==> config.mk <==
export PLATFORM = sky130hd
export DESIGN_NAME = nvm_prog_ctrl
export DESIGN_NICKNAME = d
export VERILOG_FILES = /design/src/rtl/nvm_prog_pkg.sv /design/src/rtl/nvm_cmd_decode.sv /design/src/rtl/nvm_op_timer.sv /design/src/rtl/nvm_cell_array.sv /design/src/rtl/nvm_read_mux.sv /design/src/rtl/nvm_prog_ctrl.sv
export SDC_FILE = /design/constraint.sdc
export NUM_CORES = 1
export LEC_CHECK = 0
export BUFFER_PORTS_ARGS = -buffer_cell sky130_fd_sc_hd__buf_2
export CORE_UTILIZATION = 50
export DETAILED_ROUTE_END_ITERATION = 6
export GPL_ROUTABILITY_DRIVEN = 0
export MAX_ROUTING_LAYER = met4
export PLACE_DENSITY = 0.66
export SLEW_MARGIN = 20
export SYNTH_ARGS = -nofsm -noshare
export SYNTH_HDL_FRONTEND = slang
export SYNTH_SLANG_ARGS = --single-unit
==> constraint.sdc <==
create_clock -name clk -period 5.9 [get_ports clk]
set_input_delay 1.475 -clock clk [delete_from_list [all_inputs] [get_ports clk]]
set_output_delay 1.475 -clock clk [all_outputs]
set_load 0.01 [all_outputs]
==> src/rtl/nvm_prog_pkg.sv <==
package nvm_prog_pkg;
  typedef enum logic [2:0] {
    MD_VERIFY = 3'd0,
    MD_BYTE   = 3'd1,
    MD_ERASE  = 3'd2,
    MD_LOCK_A = 3'd3,
    MD_LOCK_B = 3'd4,
    MD_SIG    = 3'd5,
    MD_RSV6   = 3'd6,
    MD_RSV7   = 3'd7
  } pmode_e;

  typedef enum logic [1:0] {
    ACT_NONE  = 2'd0,
    ACT_WRITE = 2'd1,
    ACT_ERASE = 2'd2,
    ACT_LOCK  = 2'd3
  } act_e;

  localparam logic [7:0] BLANK_BYTE = 8'hFF;
  localparam logic [7:0] SIG_MAKER  = 8'h1E;
  localparam logic [7:0] SIG_PART   = 8'h51;
  localparam logic [7:0] SIG_HV     = 8'hFF;
  localparam logic [7:0] SIG_LV     = 8'h05;
endpackage

==> src/rtl/nvm_cmd_decode.sv <==
module nvm_cmd_decode
  import nvm_prog_pkg::*;
#(
  parameter bit HV_PART = 1'b1
) (
  input  logic       strobe_rise,
  input  pmode_e     md,
  input  logic       busy,
  input  logic       hv_en,
  input  logic [7:0] target_byte,
  output act_e       act,
  output logic [1:0] lock_set,
  output logic       reject
);
  logic is_pgm_op;
  logic hv_block;

  assign is_pgm_op = (md == MD_BYTE) || (md == MD_ERASE) ||
                     (md == MD_LOCK_A) || (md == MD_LOCK_B);
  assign hv_block  = HV_PART && !hv_en;

  always_comb begin
    act      = ACT_NONE;
    lock_set = 2'b00;
    reject   = 1'b0;
    if (strobe_rise && is_pgm_op) begin
      if (busy || hv_block) begin
        reject = 1'b1;
      end else begin
        case (md)
          MD_BYTE: begin
            if (target_byte != BLANK_BYTE) reject = 1'b1;
            else                           act    = ACT_WRITE;
          end
          MD_ERASE:  act = ACT_ERASE;
          MD_LOCK_A: begin act = ACT_LOCK; lock_set = 2'b01; end
          MD_LOCK_B: begin act = ACT_LOCK; lock_set = 2'b10; end
          default:   act = ACT_NONE;
        endcase
      end
    end
  end
endmodule

==> src/rtl/nvm_op_timer.sv <==
module nvm_op_timer #(
  parameter int WR_CYC = 5,
  parameter int ER_CYC = 20
) (
  input  logic clk,
  input  logic rst_n,
  input  logic start_wr,
  input  logic start_er,
  input  logic hold_er,
  output logic busy,
  output logic erasing,
  output logic wr_done,
  output logic er_done
);
  localparam int MAXC = (WR_CYC > ER_CYC) ? WR_CYC : ER_CYC;
  localparam int CW   = $clog2(MAXC + 1);

  logic [CW-1:0] cnt;
  logic          last;

  assign last    = (cnt == '0);
  assign wr_done = busy && !erasing && last;
  assign er_done = busy && erasing && hold_er && last;

  always_ff @(posedge clk or negedge rst_n) begin
    if (!rst_n) begin
      busy    <= 1'b0;
      erasing <= 1'b0;
      cnt     <= '0;
    end else if (start_wr) begin
      busy    <= 1'b1;
      erasing <= 1'b0;
      cnt     <= CW'(WR_CYC - 1);
    end else if (start_er) begin
      busy    <= 1'b1;
      erasing <= 1'b1;
      cnt     <= CW'(ER_CYC - 1);
    end else if (busy) begin
      if ((erasing && !hold_er) || last) begin
        busy    <= 1'b0;
        erasing <= 1'b0;
      end else begin
        cnt <= cnt - 1'b1;
      end
    end
  end
endmodule

==> src/rtl/nvm_cell_array.sv <==
module nvm_cell_array
  import nvm_prog_pkg::*;
#(
  parameter int AW = 6
) (
  input  logic          clk,
  input  logic          rst_n,
  input  logic          we,
  input  logic [AW-1:0] waddr,
  input  logic [7:0]    wdata,
  input  logic          clr,
  input  logic [AW-1:0] raddr,
  output logic [7:0]    rdata
);
  localparam int DEPTH = 1 << AW;

  logic [7:0] mem [DEPTH];

  always_ff @(posedge clk or negedge rst_n) begin
    if (!rst_n) begin
      for (int i = 0; i < DEPTH; i++) mem[i] <= BLANK_BYTE;
    end else if (clr) begin
      for (int i = 0; i < DEPTH; i++) mem[i] <= BLANK_BYTE;
    end else if (we) begin
      mem[waddr] <= wdata;
    end
  end

  assign rdata = mem[raddr];
endmodule

==> src/rtl/nvm_read_mux.sv <==
module nvm_read_mux
  import nvm_prog_pkg::*;
#(
  parameter int AW      = 6,
  parameter bit HV_PART = 1'b1
) (
  input  pmode_e        md,
  input  logic [AW-1:0] addr,
  input  logic          busy,
  input  logic          erasing,
  input  logic [AW-1:0] poll_addr,
  input  logic [7:0]    poll_data,
  input  logic          lock_any,
  input  logic [7:0]    cell_byte,
  output logic [7:0]    rdata
);
  localparam logic [AW-1:0] SIG_A0 = AW'(8'h30);
  localparam logic [AW-1:0] SIG_A1 = AW'(8'h31);
  localparam logic [AW-1:0] SIG_A2 = AW'(8'h32);
  localparam logic [7:0]    SIG_V2 = HV_PART ? SIG_HV : SIG_LV;

  logic polling;
  assign polling = busy && !erasing && (addr == poll_addr);

  always_comb begin
    rdata = 8'h00;
    case (md)
      MD_VERIFY: begin
        if (polling)       rdata = ~poll_data;
        else if (!lock_any) rdata = cell_byte;
      end
      MD_SIG: begin
        if (addr == SIG_A0)      rdata = SIG_MAKER;
        else if (addr == SIG_A1) rdata = SIG_PART;
        else if (addr == SIG_A2) rdata = SIG_V2;
      end
      default: rdata = 8'h00;
    endcase
  end
endmodule

==> src/rtl/nvm_prog_ctrl.sv <==
module nvm_prog_ctrl
  import nvm_prog_pkg::*;
#(
  parameter int AW      = 6,
  parameter int WR_CYC  = 5,
  parameter int ER_CYC  = 20,
  parameter bit HV_PART = 1'b1
) (
  input  logic          clk,
  input  logic          rst_n,
  input  logic          hv_en,
  input  logic [2:0]    mode,
  input  logic [AW-1:0] addr,
  input  logic [7:0]    wdata,
  input  logic          strobe,
  output logic [7:0]    rdata,
  output logic          busy,
  output logic          err
);
  pmode_e        md;
  logic          strobe_q;
  logic          strobe_rise;
  act_e          act;
  logic [1:0]    lock_set;
  logic          reject;
  logic [1:0]    lock_q;
  logic [AW-1:0] wr_addr_q;
  logic [7:0]    wr_data_q;
  logic          erasing;
  logic          wr_done;
  logic          er_done;
  logic [7:0]    cell_byte;
  logic          hold_er;

  assign md          = pmode_e'(mode);
  assign strobe_rise = strobe && !strobe_q;
  assign hold_er     = strobe && (md == MD_ERASE);

  nvm_cmd_decode #(.HV_PART(HV_PART)) u_dec (
    .strobe_rise (strobe_rise),
    .md          (md),
    .busy        (busy),
    .hv_en       (hv_en),
    .target_byte (cell_byte),
    .act         (act),
    .lock_set    (lock_set),
    .reject      (reject)
  );

  nvm_op_timer #(.WR_CYC(WR_CYC), .ER_CYC(ER_CYC)) u_tmr (
    .clk      (clk),
    .rst_n    (rst_n),
    .start_wr (act == ACT_WRITE),
    .start_er (act == ACT_ERASE),
    .hold_er  (hold_er),
    .busy     (busy),
    .erasing  (erasing),
    .wr_done  (wr_done),
    .er_done  (er_done)
  );

  nvm_cell_array #(.AW(AW)) u_arr (
    .clk   (clk),
    .rst_n (rst_n),
    .we    (wr_done),
    .waddr (wr_addr_q),
    .wdata (wr_data_q),
    .clr   (er_done),
    .raddr (addr),
    .rdata (cell_byte)
  );

  nvm_read_mux #(.AW(AW), .HV_PART(HV_PART)) u_rd (
    .md        (md),
    .addr      (addr),
    .busy      (busy),
    .erasing   (erasing),
    .poll_addr (wr_addr_q),
    .poll_data (wr_data_q),
    .lock_any  (|lock_q),
    .cell_byte (cell_byte),
    .rdata     (rdata)
  );

  always_ff @(posedge clk or negedge rst_n) begin
    if (!rst_n) begin
      strobe_q  <= 1'b0;
      err       <= 1'b0;
      lock_q    <= 2'b00;
      wr_addr_q <= '0;
      wr_data_q <= 8'h00;
    end else begin
      strobe_q <= strobe;
      err      <= reject;
      if (act == ACT_WRITE) begin
        wr_addr_q <= addr;
        wr_data_q <= wdata;
      end
      if (er_done) lock_q <= 2'b00;
      else         lock_q <= lock_q | lock_set;
    end
  end
endmodule

==> metrics.txt <==
status finished, final reports clean; vias in the first global route 18,000; num rows 82; vias per cell 5.93; crit path max fanout 26; Ys Warns 0; pre-CTS WS 0.350 ns; Final Hold Fails 0; Post-synth EDFFs 0; setup_tns 0 ns; Internal Power 7.81 mW; # Post-CTS Setup Buffers 0; combinational power share 15.3%; Clock power frac 35.2%; Synth Net Count 2,328; Slew HR 30.2%; Worst-path clk slew 0.06 ns; placed insts 2,941; worst endpoint data arrival time 4.13 ns; Psw 2.75 mW; Die ar. 51,500 µm²; largest area contributor in the netlist dfstp_2; DR DRC count 0; routed wire length 67,600 µm; cell area after placement 26,400 µm²; root buf cell clkbuf_16; Filler cells 4,166; synthesized cell area 25,300 µm²; # diodes 0; Final Cell Area 28,300 µm²; first-pass GRT wire length 106,000 µm; Fmax 0.178 GHz; post-route minimum period 5.61 ns; sequential cell fraction of total power 49.5%; Synth area leaders dfstp_2, a21oi_1, nor2_1; I/O pins 31; critical path class input port to output pin; CP Data Required Time 4.43 ns; Mapped Avg Cell Area 11.0 µm²; WL per Instance 22.2 µm; Max-Cap Viols 0; share of the synthesized area in the top cell type 53.2%; DRT iter0 DRCs 1,487; worst setup margin 0.291 ns; Yosys reg bits 537; worst slew pin tran 1.04 ns; total CTS buffers 57; FF-to-FF path depth 8; Hold Path Class flip-flop to flip-flop; ratio of cells with drive above 1 in the final layout 36.4%; LEAKAGE 11.4 nW; switch share 26.0%; clk_lat worst skew 0.63 ns; Tcrit/Tclk final 95.1%; Layout area overhead 12.1%; cts hold-fix bufs 0; area of the core 50,000 µm²; final setup violation count 0; largest net degree at the start of global routing 147; Async SR Flop Fraction 100%; IO buf count 30; sequential share of the synthesized area 55.7%; TritonCTS clock tree done; Die Span X 227 µm; Crit. End Element output pin; fin. max-slew vios 0; IR drop worst, VDD 0.235 mV; Pwr per Cell Area 373 nW/µm²; Syn Inst Count 2,306; router iterations before antenna repair 6; post-synth cell types 69; Final nets 2,350; Clock Sink Count 537; worst clock skew 0.0241 ns; antenna viol nets, final 0; H-tree depth 2; initial antenna violation count 0; crit start category input port; post-cts repair resize count 0; initial core utilization 50.6%; Hold Path Depth 2; RSZ-0062 raised after global routing false; Total Routing Usage GR 27.9%; Tot Pwr 10.6 mW; DP Wirelength 43,100 µm; GR Overflow Total 0; Main synth FF type dfstp_2; fin cells 3,049; clk buf depth 3; Via Count 18,100; die height 227 µm
## critical path: stages
cell	delay (ns)
clkbuf_8	0.24
buf_12	0.26
mux4_1	0.59
mux4_2	0.52
mux2_2	0.36
a21oi_1	0.24
o22ai_1	0.11
a22o_1	0.19
buf_2	0.13
## layout make-up
| cell class | count | area (µm²) | share of cell area (%) |
|---|---|---|---|
| Sequential cell | 537 | 14100 | 49.7 |
| Multi-Input combinational cell | 1575 | 10200 | 36.1 |
| Clock buffer | 82 | 1650 | 5.83 |
| Timing Repair Buffer | 147 | 1170 | 4.15 |
| Tap cell | 672 | 841 | 2.97 |
| Clock inverter | 26 | 319 | 1.13 |
| Inverter | 10 | 37.5 | 0.133 |
## sequential cells by signal, summed over array words and instances (netlist names)
signal	count
u_arr.mem	512
lock_q	2
u_tmr.busy	1
u_tmr.cnt	5
wr_addr_q	6
strobe_q	1
u_tmr.erasing	1
wr_data_q	8
err	1
## synthesized netlist by cell type, types with 4 or more instances
library cell,instances
nor3_1,9
clkbuf_1,134
nor3b_1,10
mux2_4,13
buf_2,8
clkbuf_8,9
dfrtp_1,25
a22oi_1,13
buf_12,4
dfstp_2,512
o21ai_0,15
buf_8,7
a21oi_1,598
inv_1,8
a221oi_1,7
mux2_2,11
buf_1,9
mux2i_1,50
nor2b_1,5
nor2_1,608
a22o_1,4
xor2_1,6
mux4_1,58
a31oi_1,7
o22ai_1,8
buf_6,11
nand2_1,36
mux4_2,60
## layer usage
layer / vias up / GRT usage, % / share of wire, %
met5: - / - / 0
met4: 0 / 8.04 / 2.6
met3: 115 / 5.14 / 6.6
met2: 588 / 42.8 / 47
met1: 9170 / 38.1 / 44
li1: 8203 / - / -
## cell families after synthesis
family / Yosys count / synth area share, %
AOI/OAI and AO/OA: 677 / 14.2
xor gates and xnor gates: 9 / 0.312
adders and majority gates: 1 / 0.0495
buffers and inverters: 194 / 4.19
DFF: 537 / 55.7
muxes: 192 / 14.6
and+or+nand+nor: 696 / 10.9
## layout by cell type (no fill, tap or decap), drive strengths merged, types with 24 or more instances in the layout
master,n
nor2,609
a21oi,598
dfstp,512
buf,146
mux4,118
clkbuf,83
mux2i,50
nand2,36
dfrtp,25
mux2,24
## stage by stage
stage / util (%) / hold WS [ns]
after CTS: 56.7 / 0.501
after floorplan: - / 0.463
after global routing: 56.7 / 0.509
after detailed placement: 52.8 / 0.489
after global placement: 52.8 / 0.478
final: 56.7 / 0.499
## power groups by stage
stage          combinational, mW  clock [mW]  sequential (mW)
2_1_floorplan               1.23           0             5.10
3_3_place_gp                1.53           0             5.23
3_5_place_dp                1.61           0             5.25
4_1_cts                     1.62        3.79             5.21
5_1_grt                     1.80        3.94             5.30
6_report                    1.62        3.72             5.22
## final timing paths
path                                start             end  slack (ns)
max in group asynchronous           rst_n   u_arr.mem[90]        3.78
max reg2reg                 u_tmr.erasing  u_arr.mem[400]        2.84
min in group asynchronous           rst_n    u_tmr.cnt[2]        0.90
min                        u_arr.mem[212]  u_arr.mem[212]        0.50
max                               addr[0]        rdata[5]        0.29
min reg2reg                u_arr.mem[212]  u_arr.mem[212]        0.50
No activity file was read; power rests on OpenSTA's default activity.
